[src/rtl/xtrig_chan_if.sv]
`timescale 1ns/1ps
module xtrig_chan_if #(
  parameter int NIN  = 8,
  parameter int NOUT = 8,
  parameter int NCH  = 4,
  parameter int AW   = 6,
  parameter int DW   = 32,
  parameter logic [NOUT-1:0] FILT_RST = {{(NOUT-1){1'b0}}, 1'b1}
) (
  input  logic            clk,
  input  logic            rst_n,
  input  logic [NIN-1:0]  trig_in,
  output logic [NOUT-1:0] trig_out,
  input  logic [NCH-1:0]  chan_from_mtx,
  output logic [NCH-1:0]  chan_to_mtx,
  input  logic            bus_wr,
  input  logic [AW-1:0]   bus_addr,
  input  logic [DW-1:0]   bus_wdata,
  output logic [DW-1:0]   bus_rdata
);
  localparam logic [AW-1:0] A_CTRL  = AW'(6'h00);
  localparam logic [AW-1:0] A_CMD   = AW'(6'h01);
  localparam logic [AW-1:0] A_SET   = AW'(6'h02);
  localparam logic [AW-1:0] A_CLR   = AW'(6'h03);
  localparam logic [AW-1:0] A_PULSE = AW'(6'h04);
  localparam logic [AW-1:0] A_GATE  = AW'(6'h05);
  localparam logic [AW-1:0] A_FEN   = AW'(6'h06);
  localparam logic [AW-1:0] A_FMASK = AW'(6'h07);
  localparam logic [AW-1:0] A_CHST  = AW'(6'h08);
  localparam logic [AW-1:0] A_TOST  = AW'(6'h09);
  localparam logic [AW-1:0] A_SWST  = AW'(6'h0A);
  localparam logic [AW-1:0] A_INMAP = AW'(6'h10);
  localparam logic [AW-1:0] A_OUTMP = AW'(6'h18);

  logic            en_q, fen_q;
  logic [NCH-1:0]  gate_q, sw_q, pulse_q, loc, act;
  logic [NOUT-1:0] fmask_q, tout;
  logic [NCH-1:0]  in_map  [NIN];
  logic [NCH-1:0]  out_map [NOUT];

  wire [NCH-1:0] wch = bus_wdata[NCH-1:0];
  wire do_cmd = bus_wr && bus_addr == A_CMD && bus_wdata[0];

  always_ff @(posedge clk or negedge rst_n) begin
    if (!rst_n) begin
      en_q <= 1'b0; fen_q <= 1'b1; gate_q <= '1; fmask_q <= FILT_RST;
      sw_q <= '0; pulse_q <= '0;
      for (int i = 0; i < NIN; i++)  in_map[i]  <= '0;
      for (int j = 0; j < NOUT; j++) out_map[j] <= '0;
    end else begin
      pulse_q <= '0;
      if (do_cmd) begin
        fen_q <= 1'b1; gate_q <= '1; fmask_q <= FILT_RST; sw_q <= '0;
        for (int i = 0; i < NIN; i++)  in_map[i]  <= '0;
        for (int j = 0; j < NOUT; j++) out_map[j] <= '0;
      end else if (bus_wr) begin
        if (bus_addr == A_CTRL)  en_q    <= bus_wdata[0];
        if (bus_addr == A_SET)   sw_q    <= sw_q | wch;
        if (bus_addr == A_CLR)   sw_q    <= sw_q & ~wch;
        if (bus_addr == A_PULSE) pulse_q <= wch;
        if (bus_addr == A_GATE)  gate_q  <= wch;
        if (bus_addr == A_FEN)   fen_q   <= bus_wdata[0];
        if (bus_addr == A_FMASK) fmask_q <= bus_wdata[NOUT-1:0];
        for (int i = 0; i < NIN; i++)
          if (bus_addr == A_INMAP + AW'(i)) in_map[i] <= wch;
        for (int j = 0; j < NOUT; j++)
          if (bus_addr == A_OUTMP + AW'(j)) out_map[j] <= wch;
      end
    end
  end

  always_comb begin
    loc = sw_q | pulse_q;
    for (int i = 0; i < NIN; i++)
      if (trig_in[i]) loc = loc | in_map[i];
  end

  assign act = loc | chan_from_mtx;

  for (genvar j = 0; j < NOUT; j++) begin : g_out
    assign tout[j] = en_q & (|(out_map[j] & act)) & ~(fen_q & fmask_q[j]);
  end

  assign trig_out    = tout;
  assign chan_to_mtx = en_q ? (loc & gate_q) : '0;

  always_comb begin
    bus_rdata = '0;
    case (bus_addr)
      A_CTRL:  bus_rdata[0]        = en_q;
      A_GATE:  bus_rdata[NCH-1:0]  = gate_q;
      A_FEN:   bus_rdata[0]        = fen_q;
      A_FMASK: bus_rdata[NOUT-1:0] = fmask_q;
      A_CHST:  bus_rdata[NCH-1:0]  = en_q ? act : '0;
      A_TOST:  bus_rdata[NOUT-1:0] = tout;
      A_SWST:  bus_rdata[NCH-1:0]  = sw_q;
      default: ;
    endcase
    for (int i = 0; i < NIN; i++)
      if (bus_addr == A_INMAP + AW'(i)) bus_rdata[NCH-1:0] = in_map[i];
    for (int j = 0; j < NOUT; j++)
      if (bus_addr == A_OUTMP + AW'(j)) bus_rdata[NCH-1:0] = out_map[j];
  end
endmodule


[config.mk]
export PLATFORM = sky130hd
export DESIGN_NAME = xtrig_chan_if
export DESIGN_NICKNAME = d
export VERILOG_FILES = /design/src/rtl/xtrig_chan_if.sv
export SDC_FILE = /design/constraint.sdc
export NUM_CORES = 1
export LEC_CHECK = 0
export ABC_AREA = 1
export BUFFER_PORTS_ARGS = -buffer_cell sky130_fd_sc_hd__buf_2
export CELL_PAD_IN_SITES_DETAIL_PLACEMENT = 0
export CELL_PAD_IN_SITES_GLOBAL_PLACEMENT = 2
export CORE_MARGIN = 2
export CORE_UTILIZATION = 28
export DETAILED_ROUTE_END_ITERATION = 8
export PLACE_DENSITY_LB_ADDON = 0.1
export SYNTH_ARGS = -nofsm -noshare
export SYNTH_HDL_FRONTEND = slang
export SYNTH_SLANG_ARGS = --single-unit
[constraint.sdc]
create_clock -name clk -period 1.9 [get_ports clk]
set_clock_uncertainty 0.2 [all_clocks]
set_input_delay 0.285 -clock clk [delete_from_list [all_inputs] [get_ports clk]]
set_output_delay 0.285 -clock clk [all_outputs]
set_load 0.1 [all_outputs]
* Word level (Yosys, flattened, before mapping)
Index checks and enable logic that the tools add are counted.
** Word-level totals
- Register bits after elaboration :: 86
- Input port bits :: 53
- Output and inout port bits :: 44
- Word-level logic and storage cells :: 221
** Cells by class
- Equal/unequal tests :: 26
- Multiplexer cells :: 65
- Bitwise operators :: 55
- Reductions and logical operators :: 53
** Operators by type and width (number)
- 2-to-1 mux 4 bit :: 52
- 2-to-1 mux 32 bit :: 4
- == test 6 x 5 -> 1 bit (second input constant) :: 16
- bitwise OR 4 bit :: 11
- bitwise AND 4 bit :: 10
- AND reduction 2 bit :: 20
- nonzero test 2 bit :: 20
- OR reduction 4 bit :: 8
- bitwise AND 1 bit :: 24
- == test 6 x 3 -> 1 bit (second input constant) :: 4
- 2-to-1 mux 8 bit :: 3
- == test 6 x 4 -> 1 bit (second input constant) :: 3
- case mux 3 bit (5 select lines) :: 1
- == test 6 x 2 -> 1 bit (second input constant) :: 2
- inverter 1 bit :: 9
- case mux 4 bit (2 select lines) :: 1
- case mux 1 bit (7 select lines) :: 1
- == test 6 x 1 -> 1 bit (second input constant) :: 1
- zero test 6 bit :: 1
- inverter 4 bit :: 1
- 2-to-1 mux 1 bit :: 3
- AND reduction 3 bit :: 1
- nonzero test 3 bit :: 1
- logical AND 1 bit :: 2

* Depth between registers and ports, before layout
Gate-level depths: netlist of the first run.
- Depth in word-level cells :: 39
- Mapped depth :: 18
- Mapped depth without buffers :: 18

* Worst setup path before layout of the first run
No wires, ideal clock.
- Path kind :: register -> output
- Start point :: reg in_map[29] in the netlist's numbering
- End point :: out bus_rdata[4]
- Data arrival time :: 4.378 ns
- Required time :: 1.415 ns
- Slack :: -2.963 ns
- Stages on the path, launching flop included :: 11
- Buffers on the path :: 0
- Path through :: dfrtp_1 > nand2_1 > nand2_1 > nor2_1 > nand4_1 > inv_1 > o22ai_1 > a221oi_1 > a211oi_1 > nand2_1 > o21ai_0
** On the way
- Word-level cells in the longest chain between the ends :: 22
** Ends and longest elaborated chain
- start, declared :: RTL line 38 : logic [NCH-1:0] in_map [NIN];
- start signal, assigned by index :: RTL line 65 : if (bus_addr == A_INMAP + AW'(i)) in_map[i] <= wch;
- bitwise OR 4 bit (*) :: RTL line 75 : if (trig_in[i]) loc = loc | in_map[i];
- 2-to-1 mux 4 bit (*) :: RTL line 75
- bitwise OR 4 bit :: RTL line 75
- 2-to-1 mux 4 bit (*) :: RTL line 75
- bitwise OR 4 bit :: RTL line 75
- 2-to-1 mux 4 bit (*) :: RTL line 75
- bitwise OR 4 bit :: RTL line 75
- 2-to-1 mux 4 bit (*) :: RTL line 75
- (+6 left out)
- bitwise OR 4 bit :: RTL line 75
- 2-to-1 mux 4 bit (*) :: RTL line 75
- bitwise OR 4 bit (*) :: RTL line 78 : assign act = loc | chan_from_mtx;
- bitwise AND 4 bit (*) :: RTL line 81 : assign tout[j] = en_q & (|(out_map[j] & act)) & ~(fen_q & fmask_q[j]);
- OR reduction 4 bit (*) :: RTL line 81
- bitwise AND 1 bit (*) (2 in a row) :: RTL line 81
- via trig_out[4] :: RTL line 13 : output logic [NOUT-1:0] trig_out,
- case mux 4 bit (2 select lines) (*) :: RTL line 89 : case (bus_addr)
- end, declared :: RTL line 19 : output logic [DW-1:0] bus_rdata
Mark *: on every way through the listed nets, which the timed path passes. The rest lies on a longest branch.

* Worst setup path after layout of the first run
- Start point :: reg in_map[5] in the netlist's numbering
- End point :: out bus_rdata[1]
** On the way
- Word-level cells in the longest chain between the ends :: 26
- Elaborated cells between the ends (all ways) :: 27
- Classes of those cells :: 20 x mux; 6 x bitwise; 1 x reduce/logical
** Ends and longest elaborated chain
- bitwise OR 4 bit :: RTL line 75
- 2-to-1 mux 4 bit :: RTL line 75
- bitwise OR 4 bit :: RTL line 75
- 2-to-1 mux 4 bit :: RTL line 75
- bitwise OR 4 bit :: RTL line 78
- bitwise AND 4 bit :: RTL line 81
- OR reduction 4 bit :: RTL line 81
- bitwise AND 1 bit (2 in a row) :: RTL line 81
- case mux 3 bit (5 select lines) :: RTL line 89
- 2-to-1 mux 4 bit (6 in a row) :: RTL line 100 : if (bus_addr == A_INMAP + AW'(i)) bus_rdata[NCH-1:0] = in_map[i];
- 2-to-1 mux 4 bit (*) (2 in a row) :: RTL line 100
- 2-to-1 mux 4 bit (*) (8 in a row) :: RTL line 102 : if (bus_addr == A_OUTMP + AW'(j)) bus_rdata[NCH-1:0] = out_map[j];
Mark *: on every way between the ends. The rest lies on a longest branch, timed or not.

==> results.md, run 1 <==
* Routability Congestion at 0.906
* Worst Hold Class: in -> reg
* Number of antenna-violating nets in the routed design at 0
* Share of post-route cells with drive strength above 1 at 47.8%
* Clock tree buffer depth at 2
* Max-cap viol count at 0
* Average wire per cell in the routed design at 18.2 um
* Placed Cells incl. Taps at 1,166
* Reg-to-Reg End: en_q$_DFFE_PN0P_
* Predominant post-synthesis flop cell: dfrtp_1
* IO buf count at 48
* Total power of the final layout at 0.00849 W
* Portion of the post-synthesis area used by sequential elements at 42.6%
* Part of the power in registers at 29.7%
* Drt first-iter violations at 280
* Syn Inst Count at 730
* Total half-perimeter wirelength after legalization and detailed placement at 16,100 um
* Routed vias at 5,594
* Global-route wire length before repair at 32,300 um
* Startpoint type of the worst setup path: register
* Clock network fraction of design power at 20.8%
* Capturing instance or port of the critical path: bus_rdata[1]
* Number of different library cells in the post-synthesis netlist at 30
* Areal power density over the cells at 965 mW/mm^2
* Die area at 0.0192 mm^2
* Busiest layer in global routing: met2
* Post-route insts no fill at 1,207
* Total congestion overflow at 0
* Outcome: complete, but fails checks
* Number of flip-flops and latches in the synthesized netlist at 86
* Top fanout value on the critical path at 3
* Most instantiated library cell after synthesis: nand2_1
* Clock Tree Root: clkbuf_16
* Internal power consumption at 0.00489 W
* Worst IR drop on VDD at 0.948 mV
* Final Max Slew Viols at 0
* Met1 track utilization from global routing at 30.9%
* Die span in y at 139 um
* Initial antenna violation count at 0
* Reg-to-Reg Start: en_q$_DFFE_PN0P_
* Violations in the final reports: setup timing
* Most numerous cell types in the synthesized netlist: nand2_1, inv_1, dfrtp_1, nor2_1, o21ai_0
* Via density per instance at 4.63
* Met3 usage at 4.11%
* Data required time at the worst endpoint at 1.41 ns
* Cell area after synthesis at 0.00507 mm^2
* Number of buffers created by CTS at 9
* Number of warnings issued by yosys at 0
* Total of fill cells in the finished design at 1,734
* Final Setup Violations at 79
* Overall die width at 139 um
* Clock tree from TritonCTS: yes
* Met2 global-route usage at 36.0%
* Signed area change from the synthesized netlist to the final layout at 73.5%
* Overall fraction of global-route tracks in use at 22.2%
* Antenna cell count at 0
* Count of cells along the worst register-to-register path at 3
* Number of core rows at 49
* Setup repair after global routing missed its margin: yes
* Core area at 0.0178 mm^2
* EDFF count, synth at 0
* Ports placed on the boundary at 97
* Number of nets in the layout at 1,026
* Endpoints failing hold at 0
* Clock transition time at the flip-flop clock pins of the worst setup and hold paths at 0.07 ns
* Gate power share at 49.5%
* Worst max-slew margin expressed relative to the limit at 62.6%
* Category of the worst setup path capture point: primary output
* DRC violation count after routing at 0
* Final setup margin at -1.69 ns
* Clock sink total at 86
* Async set or reset register ratio after synthesis at 100%
* Worst endpoint data arrival time at 3.10 ns
* DR pass1 iterations at 5
* Syn Area/Cell at 6.95 um^2
* Share of the clock period used by the worst path after layout at 189%
* Worst setup startpoint: in_map[5]$_DFFE_PN0P_
* Static Leakage at 4.23 nW
* Setup slack on the worst flop-to-flop path at 0.68 ns
* Peak clock frequency supported by timing at 0.279 GHz
* Sw frac at 42.4%
* Worst slack at placement at -1.67 ns
* Top cells by area, synth: dfrtp_1, nand2_1, o21ai_0, inv_1, nor2_1
* Worst Setup Path Type: reg -> out
* Minimum clock period at 3.59 ns
* Via count of the first global-routing pass at 5,597
* Largest net degree at the start of global routing at 32
* Library cell with the largest summed area after synthesis: dfrtp_1
* Switching power at 0.00360 W
* Least-Margin Pin Slew at 0.557 ns
* Initial standard-cell utilization of the core at 28.4%
* Final Routed Wirelength at 22,000 um
* Area share of the leading cell type in the synthesized netlist at 39.5%
* Number of levels the H-tree was split into at 3
* Worst skew pair latency at 0.35 ns
flip-flops by register name, summed over array words and instances, names as in the netlist:
name and cells:
in_map 32, out_map 32, fmask_q 8, gate_q 4
pulse_q 4, sw_q 4, en_q 1, fen_q 1
worst min path at each step:
stage          cells past startpoint                     to    startpoint  slack (ns)
6_report                           3       en_q$_DFFE_PN0P_  bus_wdata[0]        0.05
5_1_grt                            3       en_q$_DFFE_PN0P_  bus_wdata[0]        0.05
4_1_cts                            3       en_q$_DFFE_PN0P_  bus_wdata[0]        0.02
3_5_place_dp                       1  in_map[1]$_DFFE_PN0P_         rst_n        0.04
3_3_place_gp                       1  in_map[3]$_DFFE_PN0P_         rst_n        0.04
2_1_floorplan                      0       en_q$_DFFE_PN0P_         rst_n       -0.21
power groups by stage:
stage | logic (W) | clock network, W | registers [W]
6_report | 0.00421 | 0.00177 | 0.00252
5_1_grt | 0.00446 | 0.00186 | 0.00257
4_1_cts | 0.00383 | 0.00180 | 0.00251
3_5_place_dp | 0.00331 | 0 | 0.00253
3_3_place_gp | 0.00329 | 0 | 0.00253
2_1_floorplan | 0.00200 | 0 | 0.00246
cells in the final DEF (no fill, tap or decap), types with 17 or more instances in the layout:
master / count
nand2_2: 48
nor2_1: 57
buf_12: 26
o21ai_1: 43
a21oi_1: 23
inv_1: 73
nand2_1: 168
conb_1: 24
o21ai_2: 32
dfrtp_1: 80
buf_4: 165
buf_2: 25
buf_6: 17
critical path, stage by stage, from the launching register on:
cell     delay [ns]
dfrtp_1        0.38
nand2_1        0.08
nand2_2        0.07
nor2_4         0.15
nand4_1        0.25
buf_6          0.22
buf_4          0.13
nand2_2        0.04
nand4_1        0.20
nand3_2        0.13
nand3_2        0.07
nand2_2        0.08
nand4_1        0.08
nor2_1         0.14
nand4_1        0.11
nand2_1        0.09
nand4_1        0.14
nand2_2        0.13
nand3_4        0.07
buf_12         0.17
metal layers:
layer | up-vias | part of all wire [%]
met4 | 0 | 1.7
li1 | 2770 | -
met1 | 2702 | 46
met2 | 102 | 48
met3 | 20 | 3.8
met5 | - | 0
metrics by stage:
step / area (um^2) / TNS [ns] / util (%) / hold WS [ns]
detailed placement: 7050 / -66.97 / 39.5 / 0.0420
global route: 8800 / -32.12 / 49.3 / 0.0465
finish: 8800 / -24.42 / 49.3 / 0.0523
CTS: 7890 / -19.28 / 44.2 / 0.0159
global placement: 7050 / -65.22 / 39.5 / 0.0420
floorplan: 5350 / -9.21 / - / -0.211
final cells by class:
class / count / area (um^2) / share of cell area (%)
inverters: 99 / 448 / 5.09
clock buffers: 11 / 253 / 2.87
well taps: 229 / 287 / 3.26
repair buffers: 244 / 2250 / 25.5
multi-input cells: 533 / 3370 / 38.3
flip-flops and latches: 86 / 2160 / 24.5
clock inverters: 5 / 33.8 / 0.384
cell families after synthesis:
kind of cell	share of synthesized area, %
buf+inv	12.1
other cells	0.0739
simple gates	30.7
flops	42.6
compound gates	14.5
repair_timing:
| action | in CTS | in global routing |
|---|---|---|
| hold endpoints to repair | 27 | 0 |
| pin swaps | 20 | 55 |
| setup buffers | 10 | 9 |
| cloned | 0 | 4 |
| hold buffers | 5 | 0 |
| endpoints found under the setup margin | 105 | 102 |
| resized for setup | 122 | 257 |
(Power assumes the default switching activity.)
==> run 2: changes to the inputs <==
--- a/config.mk
+++ b/config.mk
@@ -9,10 +9,13 @@
 export BUFFER_PORTS_ARGS = -buffer_cell sky130_fd_sc_hd__buf_2
 export CELL_PAD_IN_SITES_DETAIL_PLACEMENT = 0
 export CELL_PAD_IN_SITES_GLOBAL_PLACEMENT = 2
+export CORE_ASPECT_RATIO = 0.8
 export CORE_MARGIN = 2
 export CORE_UTILIZATION = 28
 export DETAILED_ROUTE_END_ITERATION = 8
+export GPL_ROUTABILITY_DRIVEN = 0
 export PLACE_DENSITY_LB_ADDON = 0.1
+export SETUP_SLACK_MARGIN = 0.5
 export SYNTH_ARGS = -nofsm -noshare
 export SYNTH_HDL_FRONTEND = slang
 export SYNTH_SLANG_ARGS = --single-unit
==> results.md, run 2 (synthesized netlist as in run 1, its figures left out) <==
* Outcome: complete, but fails checks
* Violations in the final reports: setup timing
* Average wire per cell in the routed design at 17.4 um
* IO buf count at 48
* Max-cap viol count at 0
* Total power of the final layout at 0.00851 W
* Clock tree from TritonCTS: yes
* Worst skew pair latency at 0.35 ns
* Largest net degree at the start of global routing at 38
* Leading cell type in the layout, fill and taps excluded: nand2_1
* Setup slack on the worst flop-to-flop path at 0.68 ns
* Count of cells along the worst register-to-register path at 3
* Number of antenna-violating nets in the routed design at 0
* Clock Tree Root: clkbuf_16
* Final Routed Wirelength at 21,200 um
* Via density per instance at 4.65
* Top fanout value on the critical path at 4
* Number of levels the H-tree was split into at 3
* Largest registers: in_map (32), out_map (32), fmask_q (8)
* Clock tree buffer depth at 2
* Area taken by flip-flops and latches at 0.00216 mm^2
* Startpoint type of the worst setup path: register
* Overall die width at 154 um
* Clock sink total at 86
* Final Setup Violations at 37
* DR pass1 iterations at 5
* Minimum clock period at 3.37 ns
* Total of fill cells in the finished design at 1,699
* Hold Path Sink: en_q$_DFFE_PN0P_
* Worst Setup Path Type: reg -> out
* Core area at 0.0175 mm^2
* Die area at 0.0192 mm^2
* Static Leakage at 4.20 nW
* DRC violation count after routing at 0
* Drt first-iter violations at 338
* Initial standard-cell utilization of the core at 28.9%
* Category of the worst setup path capture point: primary output
* Reg-to-Reg End: en_q$_DFFE_PN0P_
* Overall fraction of global-route tracks in use at 22.1%
* Ports placed on the boundary at 97
* Most frequent cells in the layout: nand2_1, buf_4, dfrtp_1, inv_1
* Summed negative setup slack over all endpoints at -18.62 ns
* Core occupancy in the finished layout at 49.6%
* Global-route wire length before repair at 32,100 um
* Worst endpoint data arrival time at 2.89 ns
* Signed area change from the synthesized netlist to the final layout at 71.6%
* Min-delay src: bus_wdata[0]
* Share of post-route cells with drive strength above 1 at 45.5%
* Worst Hold Class: in -> reg
* Peak clock frequency supported by timing at 0.297 GHz
* Placed Cells incl. Taps at 1,174
* Setup repair after global routing missed its margin: yes
* Final Max Slew Viols at 0
* Worst IR drop on VDD at 0.595 mV
* Die span in y at 124 um
* Data required time at the worst endpoint at 1.41 ns
* Areal power density over the cells at 978 mW/mm^2
* Area of the multi-input gates at 0.00321 mm^2
* Antenna cell count at 0
* Total half-perimeter wirelength after legalization and detailed placement at 16,500 um
* Reg-to-Reg Start: en_q$_DFFE_PN0P_
* Final setup margin at -1.47 ns
* Total congestion overflow at 0
* Share of the clock period used by the worst path after layout at 177%
* Number of core rows at 43
* WHS Path Cells at 3
* Number of buffers created by CTS at 9
* Endpoints failing hold at 0
* Via count of the first global-routing pass at 5,561
* Post-route insts no fill at 1,217
* Clock transition time at the flip-flop clock pins of the worst setup and hold paths at 0.07 ns
* Number of nets in the layout at 1,040
* Routed vias at 5,654
* Initial antenna violation count at 0
[run 2: cell count changes in the layout (fill, tap and decap cells not counted), moves of 3 or more]
| cell | delta |
|---|---|
| nand2_1 | +15 |
| o21ai_1 | +13 |
| o21ai_2 | -11 |
| buf_4 | +10 |
| nand2_2 | -8 |
| buf_6 | +7 |
| inv_6 | +4 |
| nand2_8 | -4 |
| clkinvlp_4 | +3 |
| inv_8 | -3 |
| nand2_4 | -3 |
| nor2_4 | +3 |
[run 2: worst max-delay path by stage]
stage	start	end	slack, ns	cells past startpoint
after floorplan	in_map[14]$_DFFE_PN0P_	bus_rdata[2]	-1.04	18
after global placement	trig_in[2]	bus_rdata[2]	-1.68	20
after detailed placement	trig_in[7]	bus_rdata[2]	-1.69	20
after CTS	in_map[6]$_DFFE_PN0P_	bus_rdata[2]	-1.53	20
after global routing	in_map[21]$_DFFE_PN0P_	bus_rdata[2]	-1.62	20
final	in_map[2]$_DFFE_PN0P_	bus_rdata[3]	-1.47	18
[run 2: timing repair]
action	4_1_cts	5_1_grt
hold endpoints to repair	30	0
hold buffers	5	0
endpoints found under the setup margin	105	105
gates resized for setup	182	57
cloned	0	1
pin swaps	75	31
buffers inserted	9	12
[run 2: where the power goes]
part	total (W)	leakage, nW	switching (W)	internal [W]
clock network	0.00172	0.129	0.000795	0.000929
registers	0.00251	1.06	0.000282	0.00223
logic	0.00427	3.01	0.00252	0.00175
total	0.00851	4.20	0.00360	0.00491
[run 2: layout make-up]
cell class                 count  area share, %
multi-input combinational    533           36.9
timing repair buffer         258           26.6
sequential                    86           24.8
clock inverter                 4          0.374
clock buffer                  12           2.83
tap                          225           3.24
inverter                      99           5.25
[run 2: worst max-delay path, cell delays in order (launching register included)]
cell and delay, ns:
dfrtp_1 0.40, nand2_1 0.08, nand2_2 0.07, nor2_4 0.11
buf_6 0.12, nand4_4 0.15, nand2_2 0.12, nand4_1 0.22
nand3_2 0.15, nand3_2 0.07, nand2_1 0.08, nand4_1 0.09
nand2_2 0.11, nand4_1 0.11, nand2_1 0.10, nand4_1 0.10
nor2_2 0.18, nand3_4 0.10, buf_12 0.17
[run 2: stage by stage]
step                      instance area, um^2  hold slack, ns  setup slack (ns)
after global routing                     8700          0.0457             -1.62
final                                    8700          0.0224             -1.47
after CTS                                8400          0.0156             -1.53
after floorplan                          5550          -0.211             -1.04
after detailed placement                 7310          0.0810             -1.69
after global placement                   7310          0.0774             -1.68
[run 2: per-layer routing]
layer  GRT usage [%]  vias to the layer above  wire, um
met5               0                        -         0
met3            5.15                       26      1320
met4            5.66                        0       396
li1                -                     2814         -
met1            32.2                     2649     10300
met2            33.0                      165      9140
==> run 3: changes to the inputs <==
--- a/config.mk
+++ b/config.mk
@@ -14,7 +14,7 @@
 export CORE_UTILIZATION = 28
 export DETAILED_ROUTE_END_ITERATION = 8
 export GPL_ROUTABILITY_DRIVEN = 0
-export PLACE_DENSITY_LB_ADDON = 0.1
+export PLACE_DENSITY = 0.77
 export SETUP_SLACK_MARGIN = 0.5
 export SYNTH_ARGS = -nofsm -noshare
 export SYNTH_HDL_FRONTEND = slang
==> results.md, run 3 (synthesized netlist as in run 1, its figures left out) <==
* Minimum clock period at 3.32 ns
* Number of core rows at 43
* Max-cap viol count at 0
* Number of buffers created by CTS at 9
* Worst endpoint data arrival time at 2.83 ns
* Average wire per cell in the routed design at 16.9 um
* Core occupancy in the finished layout at 52.1%
* Area taken by flip-flops and latches at 0.00216 mm^2
* Reg-to-Reg Start: fen_q$_DFFE_PN1P_
* Worst skew pair latency at 0.36 ns
* Die span in y at 124 um
* WHS Path Cells at 3
* Most frequent cells in the layout: buf_4, nand2_1, dfrtp_1, inv_1, nor2_1
* Startpoint type of the worst setup path: register
* Total half-perimeter wirelength after legalization and detailed placement at 15,800 um
* Placed Cells incl. Taps at 1,181
* Number of levels the H-tree was split into at 3
* Global-route wire length before repair at 32,800 um
* Peak clock frequency supported by timing at 0.302 GHz
* Initial standard-cell utilization of the core at 28.9%
* DR pass1 iterations at 5
* Final Setup Violations at 20
* Count of cells along the worst register-to-register path at 3
* Via count of the first global-routing pass at 5,966
* Clock transition time at the flip-flop clock pins of the worst setup and hold paths at 0.07 ns
* Violations in the final reports: setup timing
* Total congestion overflow at 0
* Outcome: complete, but fails checks
* Share of post-route cells with drive strength above 1 at 49.3%
* Number of antenna-violating nets in the routed design at 0
* Static Leakage at 4.38 nW
* IO buf count at 48
* Share of the clock period used by the worst path after layout at 175%
* Worst Hold Class: in -> reg
* Drt first-iter violations at 475
* Routed vias at 5,871
* Setup slack on the worst flop-to-flop path at 0.68 ns
* Min-delay src: bus_wdata[0]
* Final Routed Wirelength at 20,900 um
* Clock sink total at 86
* Signed area change from the synthesized netlist to the final layout at 80.0%
* Largest registers: in_map (32), out_map (32), fmask_q (8)
* Initial antenna violation count at 0
* Category of the worst setup path capture point: primary output
* Core area at 0.0175 mm^2
* Post-route insts no fill at 1,241
* Clock Tree Root: clkbuf_16
* Met1 track utilization from global routing at 31.2%
* Worst slack at placement at -1.74 ns
* Antenna cell count at 0
* Overall fraction of global-route tracks in use at 22.3%
* Areal power density over the cells at 958 mW/mm^2
* DRC violation count after routing at 0
* Clock tree from TritonCTS: yes
* Die area at 0.0192 mm^2
* CP peak stage delay at 0.38 ns
* Setup repair after global routing missed its margin: yes
* Top fanout value on the critical path at 5
* Overall die width at 154 um
* Met3 usage at 5.78%
* Clock tree buffer depth at 2
* Final Max Slew Viols at 0
* Endpoints failing hold at 0
* Total of fill cells in the finished design at 1,630
* Library cell contributing the largest single delay on the critical path: dfrtp_1
* Busiest layer in global routing: met2
* Met2 global-route usage at 34.2%
* Number of nets in the layout at 1,064
* Worst IR drop on VDD at 0.649 mV
* Ordered list of cells on the worst path: nand2_1, nand2_2, nor2_4, nand4_1, buf_6, nand2_1, nand2_1, inv_2, nand2_4, nand3_2, nand3_2, nand2_2, nand4_1, nor2_2, nand4_1, nor2_1, nand3_1, nand2_1, nand4_1, buf_12
* Worst Setup Path Type: reg -> out
* Area of the multi-input gates at 0.00331 mm^2
* Largest net degree at the start of global routing at 36
* Via density per instance at 4.73
* Kind of cell adding the most delay to the critical path: simple AND/OR/NAND/NOR gates
* Final setup margin at -1.42 ns
* Leading cell type in the layout, fill and taps excluded: buf_4
* Data required time at the worst endpoint at 1.41 ns
* Combined buffer and inverter count along the critical path at 3
* Hold Path Sink: en_q$_DFFE_PN0P_
* Reg-to-Reg End: fen_q$_DFFE_PN1P_
* Ports placed on the boundary at 97
==> run 3: changes by cell type in the layout (fill, tap and decap cells not counted), moves of 4 or more <==
| cell | delta |
|---|---|
| nand2_8 | +4 |
| o21ai_2 | +12 |
| nor2_2 | +6 |
| inv_2 | +6 |
| o21ai_1 | -12 |
| buf_4 | +18 |
| nand3_2 | -4 |
| nor2_1 | -6 |
| inv_1 | -8 |
==> run 3: worst min-delay path, delay by kind of cell <==
family	cells	cell delay [ns]
AOI/OAI and AO/OA	1	0.11
buffers and inverters	1	0.10
and+or+nand+nor	1	0.05
==> run 3: how the worst max path moves through the flow <==
stage | start | to | cells after the start | slack, ns
2_1_floorplan | in_map[14]$_DFFE_PN0P_ | bus_rdata[2] | 18 | -1.04
3_3_place_gp | trig_in[7] | bus_rdata[5] | 15 | -1.66
3_5_place_dp | trig_in[7] | bus_rdata[5] | 15 | -1.74
4_1_cts | in_map[2]$_DFFE_PN0P_ | bus_rdata[3] | 18 | -1.40
5_1_grt | in_map[5]$_DFFE_PN0P_ | bus_rdata[2] | 20 | -1.62
6_report | in_map[1]$_DFFE_PN0P_ | bus_rdata[2] | 20 | -1.42
==> run 3: layer usage <==
metal | routed length, um | up-vias
li1 | - | 2857
met1 | 9970 | 2822
met2 | 9410 | 165
met3 | 1220 | 27
met4 | 340 | 0
met5 | 0 | -
==> run 3: cell type report <==
class / instances / area share [%]
Clock buffer: 10 / 2.51
Multi-Input combinational cell: 533 / 36.3
Timing Repair Buffer: 282 / 28.5
Clock inverter: 6 / 0.767
Inverter: 99 / 5.24
Tap cell: 225 / 3.08
Sequential cell: 86 / 23.7
==> run 3: report_power, final <==
part / total (W) / internal (W) / switching [W]
Sequential: 0.00251 / 0.00223 / 0.000283
Combinational: 0.00439 / 0.00183 / 0.00255
Clock: 0.00184 / 0.00103 / 0.000813
==> run 3: through the flow <==
stage,setup TNS [ns],power (W),hold slack [ns],area [um^2]
finish,-18.56,0.00874,0.0172,9130
global route,-21.43,0.00911,0.0164,9130
CTS,-18.71,0.00848,0.00278,8710
detailed placement,-52.47,0.00603,0.0244,7430
global placement,-50.10,0.00599,0.0197,7430
floorplan,-11.57,0.00455,-0.211,5550
==> run 3: timing repair <==
item | CTS | global route
endpoints found under the hold margin | 89 | 0
setup buffers | 24 | 12
hold buffers | 5 | 0
pin swaps | 45 | 38
gates resized for setup | 175 | 88
gates cloned | 3 | 0
setup endpoints to repair | 105 | 105
